### src/rtl/ecc_cap_pkg.sv
// Package: field positions of the capture register and the error-kind type.
// Assumes a 32-bit register. The flags sit in byte 0 so that one byte enable
// reaches the flags and the two interrupt enables together.
package ecc_cap_pkg;
    localparam int REG_W         = 32;
    localparam int BIT_SBE       = 0;
    localparam int BIT_MBE       = 1;
    localparam int BIT_NMI_EN    = 2;
    localparam int BIT_SERR_EN   = 3;
    localparam int SYN_LSB       = 4;
    localparam int SYN_FLD_W     = 8;
    localparam int ADDR_LSB      = 12;
    localparam int ADDR_FLD_W    = 19;
    localparam int BIT_SCRUB_DIS = 31;

    typedef enum logic [1:0] {
        ERR_NONE   = 2'b00,
        ERR_SINGLE = 2'b01,
        ERR_MULTI  = 2'b10
    } err_kind_e;
endpackage

### src/rtl/ecc_ctl_bits.sv
// Control bits of the capture register: the two interrupt enables and the
// scrub-disable bit. Each is written only when its byte lane is enabled.
// Assumes a synchronous active-low reset, which sets every bit to 0.
module ecc_ctl_bits
    import ecc_cap_pkg::*;
(
    input  logic                 clk,
    input  logic                 rst_n,
    input  logic                 wr_en,
    input  logic [REG_W/8-1:0]   be,
    input  logic [REG_W-1:0]     wdata,
    output logic                 nmi_en,
    output logic                 serr_en,
    output logic                 scrub_dis
);
    localparam int NMI_LANE   = BIT_NMI_EN / 8;
    localparam int SERR_LANE  = BIT_SERR_EN / 8;
    localparam int SCRUB_LANE = BIT_SCRUB_DIS / 8;

    // Load each control bit from the write data when its lane is enabled.
    always_ff @(posedge clk) begin
        if (!rst_n) begin
            nmi_en    <= 1'b0;
            serr_en   <= 1'b0;
            scrub_dis <= 1'b0;
        end else if (wr_en) begin
            if (be[NMI_LANE])   nmi_en    <= wdata[BIT_NMI_EN];
            if (be[SERR_LANE])  serr_en   <= wdata[BIT_SERR_EN];
            if (be[SCRUB_LANE]) scrub_dis <= wdata[BIT_SCRUB_DIS];
        end
    end
endmodule

### src/rtl/ecc_first_err_latch.sv
// Holds the first reported ECC error: its kind, its address field and its
// syndrome. A multi-bit error wins over a single-bit error in the same cycle.
// A clear empties the record. A strobe in the clearing cycle is still taken.
// Address and syndrome change only on a capture.
module ecc_first_err_latch
    import ecc_cap_pkg::*;
#(
    parameter int FLD_W = 19,
    parameter int SYN_W = 8
) (
    input  logic             clk,
    input  logic             rst_n,
    input  logic             sbe_in,
    input  logic             mbe_in,
    input  logic [FLD_W-1:0] addr_fld,
    input  logic [SYN_W-1:0] syn_in,
    input  logic             clr,
    output err_kind_e        kind_q,
    output logic [FLD_W-1:0] addr_q,
    output logic [SYN_W-1:0] syn_q
);
    logic keep;
    logic take;

    // The record stays locked while it is held and no clear arrives.
    always_comb begin
        keep = (kind_q != ERR_NONE) && !clr;
        take = !keep && (sbe_in || mbe_in);
    end

    // Capture a new error, or empty the record on a clear.
    always_ff @(posedge clk) begin
        if (!rst_n) begin
            kind_q <= ERR_NONE;
            addr_q <= '0;
            syn_q  <= '0;
        end else if (take) begin
            kind_q <= mbe_in ? ERR_MULTI : ERR_SINGLE;
            addr_q <= addr_fld;
            syn_q  <= syn_in;
        end else if (clr) begin
            kind_q <= ERR_NONE;
        end
    end
endmodule

### src/rtl/ecc_err_capture.sv
// Top of the ECC first-error capture register. It decodes the
// write-one-to-clear of the status flags, assembles the readback word and
// drives the interrupt, system-error and scrub-enable outputs as levels.
// Assumes that the checker's strobes are single-cycle and synchronous to clk.
module ecc_err_capture
    import ecc_cap_pkg::*;
#(
    parameter int ADDR_W = 32,
    parameter int SYN_W  = 8
) (
    input  logic              clk,
    input  logic              rst_n,
    input  logic              sbe_strobe,
    input  logic              mbe_strobe,
    input  logic [ADDR_W-1:0] err_addr,
    input  logic [SYN_W-1:0]  err_syndrome,
    input  logic              reg_wr_en,
    input  logic [3:0]        reg_be,
    input  logic [31:0]       reg_wdata,
    output logic [31:0]       reg_rdata,
    output logic              nmi_req,
    output logic              serr_req,
    output logic              scrub_en
);
    localparam int FLAG_LANE = BIT_SBE / 8;

    logic                  clr_flags;
    logic                  nmi_en, serr_en, scrub_dis;
    err_kind_e             kind;
    logic [ADDR_FLD_W-1:0] addr_q;
    logic [SYN_W-1:0]      syn_q;

    // A clear is any write through the flag lane with a 1 in either flag bit.
    always_comb begin
        clr_flags = reg_wr_en && reg_be[FLAG_LANE]
                    && (reg_wdata[BIT_SBE] || reg_wdata[BIT_MBE]);
    end

    ecc_ctl_bits u_ctl (
        .clk       (clk),
        .rst_n     (rst_n),
        .wr_en     (reg_wr_en),
        .be        (reg_be),
        .wdata     (reg_wdata),
        .nmi_en    (nmi_en),
        .serr_en   (serr_en),
        .scrub_dis (scrub_dis)
    );

    ecc_first_err_latch #(
        .FLD_W (ADDR_FLD_W),
        .SYN_W (SYN_W)
    ) u_latch (
        .clk      (clk),
        .rst_n    (rst_n),
        .sbe_in   (sbe_strobe),
        .mbe_in   (mbe_strobe),
        .addr_fld (err_addr[ADDR_W-1 -: ADDR_FLD_W]),
        .syn_in   (err_syndrome),
        .clr      (clr_flags),
        .kind_q   (kind),
        .addr_q   (addr_q),
        .syn_q    (syn_q)
    );

    // Assemble the readback word from the stored fields.
    always_comb begin
        reg_rdata                                = '0;
        reg_rdata[BIT_SBE]                       = (kind == ERR_SINGLE);
        reg_rdata[BIT_MBE]                       = (kind == ERR_MULTI);
        reg_rdata[BIT_NMI_EN]                    = nmi_en;
        reg_rdata[BIT_SERR_EN]                   = serr_en;
        reg_rdata[SYN_LSB +: SYN_FLD_W]          = syn_q;
        reg_rdata[ADDR_LSB +: ADDR_FLD_W]        = addr_q;
        reg_rdata[BIT_SCRUB_DIS]                 = scrub_dis;
    end

    // Level outputs: each request is its flag gated by its enable.
    always_comb begin
        nmi_req  = (kind == ERR_SINGLE) && nmi_en;
        serr_req = (kind == ERR_MULTI)  && serr_en;
        scrub_en = !scrub_dis;
    end
endmodule

### config.mk
export PLATFORM = sky130hd
export DESIGN_NAME = ecc_err_capture
export DESIGN_NICKNAME = d
export VERILOG_FILES = /design/src/rtl/ecc_cap_pkg.sv /design/src/rtl/ecc_ctl_bits.sv /design/src/rtl/ecc_first_err_latch.sv /design/src/rtl/ecc_err_capture.sv
export SDC_FILE = /design/constraint.sdc
export NUM_CORES = 1
export LEC_CHECK = 0
export ABC_AREA = 1
export ABC_CLOCK_PERIOD_IN_PS = 3150
export CORE_MARGIN = 10
export CORE_UTILIZATION = 38
export DETAILED_ROUTE_END_ITERATION = 7
export PLACE_DENSITY = 0.94
export RECOVER_POWER = 25
export SYNTH_ARGS = -nofsm -noshare
export SYNTH_HDL_FRONTEND = slang
export SYNTH_SLANG_ARGS = --single-unit
### constraint.sdc
create_clock -name clk -period 3.15 [get_ports clk]
set_clock_uncertainty 0.1 [all_clocks]
set_input_delay 0.7875 -clock clk [delete_from_list [all_inputs] [get_ports clk]]
set_output_delay 0.7875 -clock clk [all_outputs]
set_load 0.01 [all_outputs]
---- Word level (Yosys, flattened, before mapping) ----
Index checks and enable logic that the tools add are counted.
storage, ports and cells
  flip-flop bits (word level) ............. 32
  input port bits ......................... 81
  output and inout port bits .............. 35
  logic and storage cells ................. 26
operators by class
  eq/ne operators ......................... 2
  muxes and demuxes ....................... 3
  reductions and logical operators ........ 15
operator list
  cell                                                              count
  1-bit logical AND                                                 6
  2-bit 2-to-1 mux                                                  3
  2-bit AND reduction                                               2
  2-bit nonzero test                                                2
  1-bit logical NOT                                                 3
  2-bit by 1-bit == test with 1-bit output (second input constant)  1
  2-bit == test (second input constant)                             1
  1-bit logical OR                                                  2

---- Depth between registers and ports, before layout ----
Gate-level depths: netlist of run 1.
  depth in word-level cells ............... 7
  depth in mapped cells ................... 8
  depth with buffers taken out ............ 7

---- Modules after synthesis ----
Synthesis of run 1 repeated with hierarchy kept, for this count alone.
second synthesis, totals
  cell total of the unflattened synthesis .. 225
  area total of the unflattened synthesis .. 1526.5 µm²
modules (own cells, without submodules)
  module               instances  cells each  area each (µm²)  seq. area each (µm²)
  ecc_first_err_latch  1          188         1320.0           580.6
  ecc_ctl_bits         1          20          126.4            60.1
  ecc_err_capture      1          17          80.1             0.0

---- Least setup slack after synthesis of run 1 ----
No wires, ideal clock.
  kind .................................... in2reg
  from .................................... input port mbe_strobe
  to ...................................... register u_latch.addr_q[11]
  setup time .............................. 115 ps
  arrival time ............................ 1474 ps
  data required time ...................... 2935 ps
  path slack .............................. 1461 ps
  stages .................................. 5
  path buffers ............................ 2
  cell sequence ........................... or2_1 -> buf_6 -> buf_8 -> a21oi_1 -> nor2_1
between the ends
  longest elaborated chain between the ends .. 2
ends and longest elaborated chain
  what                  line                       RTL
  start, declared       ecc_err_capture.sv:14      input logic mbe_strobe,
  1-bit logical OR      ecc_first_err_latch.sv:28  take = !keep && (sbe_in || mbe_in);
  1-bit logical AND     ecc_first_err_latch.sv:28
  end signal, assigned  ecc_first_err_latch.sv:39  addr_q <= addr_fld;
  end, declared         ecc_first_err_latch.sv:19  output logic [FLD_W-1:0] addr_q,
Every way passes these cells.
A chain may end at the register's enable or synchronous reset.

---- Final worst setup path of run 1 ----
  from .................................... register u_latch.kind_q[1]
  to ...................................... output port serr_req
between the ends
  longest elaborated chain between the ends .. 2
ends and longest elaborated chain
  what                    line                       RTL
  start, declared         ecc_first_err_latch.sv:18  output err_kind_e kind_q,
  start signal, assigned  ecc_first_err_latch.sv:38  kind_q <= mbe_in ? ERR_MULTI : ERR_SINGLE;
  2-bit == test           ecc_err_capture.sv:81      serr_req = (kind == ERR_MULTI) && serr_en;
  1-bit logical AND       ecc_err_capture.sv:81
  end, declared           ecc_err_capture.sv:22      output logic serr_req,
Every way passes these cells.

==> reports/qor.csv, run 1 <==
metric,value,unit
path_class,reg -> out,
cp.arrival,1400,ps
power_density,464.0,nW/µm²
cap_violations,0,
antenna_cells,0,
gp_congestion,0.7426,
synth_area_leaders,"dfxtp_1 37%, nand3_2 13%, nor2_1 7.6%",
final.min_clock_period,2291,ps
r2r-start,u_latch.kind_q[0],
setup_viol,0,
avgSynthCellArea,7.903,µm²
slowest_delay,560,ps
hpwl,3380,µm
end_kind,primary output,
die_w,87.34,µm
max_freq,436.5,MHz
path_delay_family,buffers and inverters,
core_area,4384,µm²
portBuffers,73,
holdBufCountCts,0,
critPathBufInv,2,
htree_levels,2,
ys_ff_latch,32,
fill_cells,424,
period_share,72.73,%
worst_slew_pin_slew,614.0,ps
cp-start-kind,flop,
synth_fp_nets,299,
ctsLongestPathBuffers,2,
clk_latency,270,ps
routed_wl,4347,µm
yosys_warnings,0,
ant_nets,0,
stdcell_area,2436,µm²
grt_max_degree,56,
maxSlewViolCount,0,
hp-start,u_latch.syn_q[1],
cts-root-buf,clkbuf_8,
slew_headroom,58.93,%
leakage,1.148,nW
grtUsageTotal,11.64,%
critPathSlowestCell,clkdlybuf4s50_1,
die_h,87.34,µm
nets,364,
ys_seq_area_share,37.18,%
synth-async-reset-ratio,0,%
clk_pin_slew,60,ps
drt_iter0_drc,45,
cts_buffers,5,
synth_top_area_cell,dfxtp_1,
via_per_inst,4.612,
cts_sinks,32,
postPlaceCellArea,2342,µm²
ys.flop_type,dfxtp_1,
drive_gt1_share,14.49,%
synthCells,218,
grt.overflow.total,0,
rsz0062_at_grt,no,
crit_fanout,4,
netlist.area_leader.share,37.18,%
wl_per_cell,12.98,µm
final_cell_count_no_fill,335,
drc,0,
die-area,7627,µm²
dp.cells,328,
cts_setup_buffers,0,
finalHoldViolations,0,
crit_start,u_latch.kind_q[1],
grt_pass1_wl,7196,µm
crit_chain,inv_1 -> nor3_1 -> clkdlybuf4s50_1,
min_path_type,reg -> reg,
via_count,1545,
tritoncts,yes,
setup_tns,0,ps
max-vdd-ir-drop,0.0002497,V
rows,24,
status,completed,
dr.pass1.iters,2,
ctsResizeCount,0,
syn2layout_area_growth,41.39,%
io_pins,116,
synthDistinctLibCells,22,
netlist_area,1723,µm²
synth_edf_count,0,
worstPathRequired,2260,ps
antenna_found_initial,0,
start_util,39.30,%
grt_pass1_vias,1500,
==> flip-flops by register name (all words and copies together) (netlist names) <==
name / flops
u_latch.kind_q: 2
u_ctl.scrub_dis: 1
u_latch.addr_q: 19
u_ctl.serr_en: 1
u_latch.syn_q: 8
u_ctl.nmi_en: 1
==> cell usage after synthesis, types with 4 or more instances <==
| cell | n |
|---|---|
| o21ai_0 | 4 |
| nand2_1 | 31 |
| a21oi_1 | 25 |
| a21oi_2 | 5 |
| nand3_1 | 5 |
| nor2_1 | 35 |
| buf_6 | 8 |
| buf_4 | 4 |
| nand3_2 | 22 |
| inv_1 | 33 |
| dfxtp_1 | 32 |
==> power breakdown <==
group | switching (mW) | internal [mW] | leakage (nW) | total, mW
clock network | 0.141 | 0.194 | 0.0503 | 0.335
logic | 0.154 | 0.168 | 0.832 | 0.322
registers | 0.0234 | 0.449 | 0.266 | 0.472
==> layout by cell type (no fill, tap or decap) <==
master and count:
a21oi_2 5, buf_12 1, nand2_1 32, nand2_4 1, dlygate4sd3_1 11, and3_1 1, inv_2 1, inv_1 33
or2_2 1, dfxtp_1 32, o21ai_0 4, nand3_2 22, nand2_8 1, buf_4 1, clkdlybuf4s50_1 62, nor2_1 35
nor3_1 1, clkbuf_8 7, a21boi_0 1, nand2_2 1, nand3_1 5, a21oi_1 25
==> worst reg2reg max path, cell delays in order (launching register included) <==
cell and delay, ps:
dfxtp_1 370, inv_1 100, nand2_2 130, nand2_8 250, a21oi_1 250, nor2_1 60
==> metrics by stage <==
stage               total power, mW  util (%)  hold WS, ps  setup slack (ps)
floorplan                    0.6804         -        344.7              1461
global route                  1.206     55.57        404.7             756.9
detailed placement           0.8158     53.42        370.4             651.4
CTS                           1.159     55.62        383.5             833.2
finish                        1.130     55.57        378.0             859.1
global placement             0.8034     53.42        358.0             694.7
==> worst paths after layout <==
kind,to,slack (ps),depth (start not counted)
max reg2reg,u_latch.addr_q[1],1770,5
min reg2reg,u_latch.syn_q[1],380,2
min,u_latch.syn_q[1],380,2
max,serr_req,860,3
==> per-layer routing <==
| layer | wire (µm) | GRT usage (%) |
|---|---|---|
| met5 | 0 | 0 |
| met1 | 1691 | 11.98 |
| met3 | 372 | 5.805 |
| met4 | 27 | 2.899 |
| met2 | 2256 | 20.44 |
==> area by class of cell <==
class	instances	area (µm²)	share of cell area (%)
inverter	34	127.6	5.239
timing repair buffer	75	758.2	31.12
clock buffer	7	96.34	3.955
multi-input combinational	135	748.2	30.71
sequential	32	640.6	26.30
tap	52	65.06	2.671
==> kinds of logic after synthesis <==
logic type	Yosys count	synth area share, %
buffers and inverters	51	19.24
and+or+nand+nor	100	32.17
DFF	32	37.18
AOI/OAI and AO/OA	35	11.40
(Power assumes the default switching activity.)
==> run 2: changes to the inputs <==
--- a/config.mk
+++ b/config.mk
@@ -6,11 +6,11 @@
 export NUM_CORES = 1
 export LEC_CHECK = 0
 export ABC_AREA = 1
-export ABC_CLOCK_PERIOD_IN_PS = 3150
+export ABC_CLOCK_PERIOD_IN_PS = 2200
 export CORE_MARGIN = 10
-export CORE_UTILIZATION = 38
+export CORE_UTILIZATION = 36
 export DETAILED_ROUTE_END_ITERATION = 7
-export PLACE_DENSITY = 0.94
+export PLACE_DENSITY = 0.9
 export RECOVER_POWER = 25
 export SYNTH_ARGS = -nofsm -noshare
 export SYNTH_HDL_FRONTEND = slang
==> constraint.sdc (replaced) <==
create_clock -name clk -period 2.2 [get_ports clk]
set_clock_uncertainty 0.1 [all_clocks]
set_input_delay 0.55 -clock clk [delete_from_list [all_inputs] [get_ports clk]]
set_output_delay 0.55 -clock clk [all_outputs]
set_load 0.01 [all_outputs]
==> reports/qor.csv, run 2 (synthesized netlist as in run 1, its figures left out) <==
metric,value,unit,change
preCtsSetupSlack,112.8,ps,-538.7 ps
hpwl,3158,µm,-6.6%
mostFrequentLayoutCell,clkdlybuf4s50_1,,
multiInputGateArea,726.9,µm²,-2.8%
crit_fanout,4,,unchanged
clk_latency,280,ps,about the same
die-area,7953,µm²,+4.3%
drive_gt1_share,14.08,%,-0.40 points
dr.pass1.iters,4,,+2
cap_violations,0,,unchanged
grt_max_degree,56,,unchanged
top_register,u_latch.addr_q,,
reg_top3,"u_latch.addr_q (19), u_latch.syn_q (8), u_latch.kind_q (2)",,
rr_endpoint,u_latch.addr_q[15],,
ant_nets,0,,unchanged
cp-start-kind,flop,,
r2r_cells,6,,+1
cts_setup_buffers,0,,unchanged
via_per_inst,4.533,,-1.7%
largest_reg_flops,19,,unchanged
final_util,51.63,%,-3.9 points
worst_slew_pin_slew,680.2,ps,+66.16 ps
grt_pass1_wl,6824,µm,-5.2%
drt_iter0_drc,37,,-18%
antenna_cells,0,,unchanged
path_class,reg -> out,,
power_density,667.4,nW/µm²,+44%
gp_congestion,0.7641,,+2.9%
finalWorstSetupSlack,135.3,ps,-723.8 ps
routed_wl,4246,µm,-2.3%
io_pins,116,,unchanged
finalHoldViolations,0,,unchanged
setup_tns,0,ps,unchanged
rows,25,,+4.2%
seqCellArea,640.6,µm²,unchanged
drc,0,,unchanged
clk_pin_slew,70,ps,about the same
setup_viol,0,,unchanged
cts-root-buf,clkbuf_8,,
syn2layout_area_growth,40.60,%,
htree_levels,2,,unchanged
die_h,89.18,µm,+2.1%
grtUsageTotal,10.87,%,-0.77 points
end_kind,primary output,,
final.min_clock_period,2065,ps,
max-vdd-ir-drop,0.0003376,V,+35%
grt.overflow.total,0,,unchanged
portBuffers,73,,unchanged
r2r-start,u_latch.kind_q[0],,
rsz0062_at_grt,no,,
slew_headroom,54.65,%,-4.3 points
antenna_found_initial,0,,unchanged
maxSlewViolCount,0,,unchanged
whs_path_depth,2,,unchanged
via_count,1532,,-0.84%
cts_sinks,32,,unchanged
hp-start,u_latch.addr_q[12],,
min_path_type,reg -> reg,,
min_delay_worst_endpoint,u_latch.addr_q[12],,
worstPathRequired,1550,ps,-710 ps
cp.arrival,1410,ps,about the same
wl_per_cell,12.56,µm,-3.2%
cts_buffers,5,,unchanged
status,completed,,
grt_pass1_vias,1472,,-1.9%
regToRegSetupSlack,640,ps,-1130 ps
start_util,36.72,%,-2.6 points
leakage,1.136,nW,-1.1%
ctsLongestPathBuffers,2,,unchanged
nets,365,,+0.27%
holdBufCountCts,0,,unchanged
mostFrequentLayoutCells,"67 x clkdlybuf4s50_1, 35 x nor2_1, 33 x inv_1, 32 x dfxtp_1, 31 x nand2_1",,
core_area,4692,µm²,+7.0%
tritoncts,yes,,
die_w,89.18,µm,+2.1%
period_share,93.85,%,
ctsResizeCount,0,,unchanged
fill_cells,457,,+7.8%
max_freq,484.3,MHz,
[run 2: cell count changes in the layout (fill, tap and decap cells not counted), moves of 3 or more]
cell	before	now
nand3_1	5	8
nand3_2	22	19
dlygate4sd3_1	11	6
clkdlybuf4s50_1	62	67
[run 2: worst max-delay path: stages, from the launching register on]
cell	delay, ps
dfxtp_1	350
inv_1	90
nor3_1	140
clkdlybuf4s50_1	560
[run 2: power by group]
group          total [mW]  switching, mW  internal (mW)
Clock               0.482          0.204          0.278
Combinational       0.459          0.216          0.242
Sequential          0.676         0.0327          0.643
Total                1.62          0.453           1.16
[run 2: final cells by class]
class                           instances  area share (%)
Tap cell                               54           2.789
Inverter                               34           5.269
Clock buffer                            7           3.977
Timing Repair Buffer                   76           31.51
Multi-Input combinational cell        135           30.01
Sequential cell                        32           26.45
[run 2: through the flow]
step / hold WS [ps] / std cells / cell area [µm²] / total power, mW
5_1_grt: 407.4 / 338 / 2422 / 1.719
6_report: 371.3 / 338 / 2422 / 1.617
4_1_cts: 376.8 / 338 / 2461 / 1.664
3_5_place_dp: 367.0 / 331 / 2365 / 1.168
2_1_floorplan: 344.7 / 218 / 1723 / 0.9742
3_3_place_gp: 353.4 / 331 / 2365 / 1.155
[run 2: layer usage]
metal	share of wire [%]	routed length (µm)	track usage [%]	vias to the layer above
met5	0	0	0	-
met4	1.1	46	3.468	0
met3	11	476	5.652	6
met2	51	2150	19.93	43
met1	37	1573	10.16	685
li1	-	-	-	798
[run 2: worst max-delay path by stage]
stage	endpoint	cells after the start	start
final	serr_req	3	u_latch.kind_q[1]
after global routing	u_latch.addr_q[15]	8	reg_wr_en
after CTS	nmi_req	3	u_latch.kind_q[1]
after detailed placement	u_latch.syn_q[7]	8	reg_wr_en
after global placement	u_latch.addr_q[10]	8	reg_wr_en
after floorplan	u_latch.addr_q[11]	5	mbe_strobe
==> run 3: changes to the inputs <==
--- a/config.mk
+++ b/config.mk
@@ -9,6 +9,7 @@
 export ABC_CLOCK_PERIOD_IN_PS = 2200
 export CORE_MARGIN = 10
 export CORE_UTILIZATION = 36
+export CTS_CLUSTER_DIAMETER = 80
 export DETAILED_ROUTE_END_ITERATION = 7
 export PLACE_DENSITY = 0.9
 export RECOVER_POWER = 25
==> results of run 3 <==
Same layout as run 2: the final DEF is identical, and so are final timing and power.
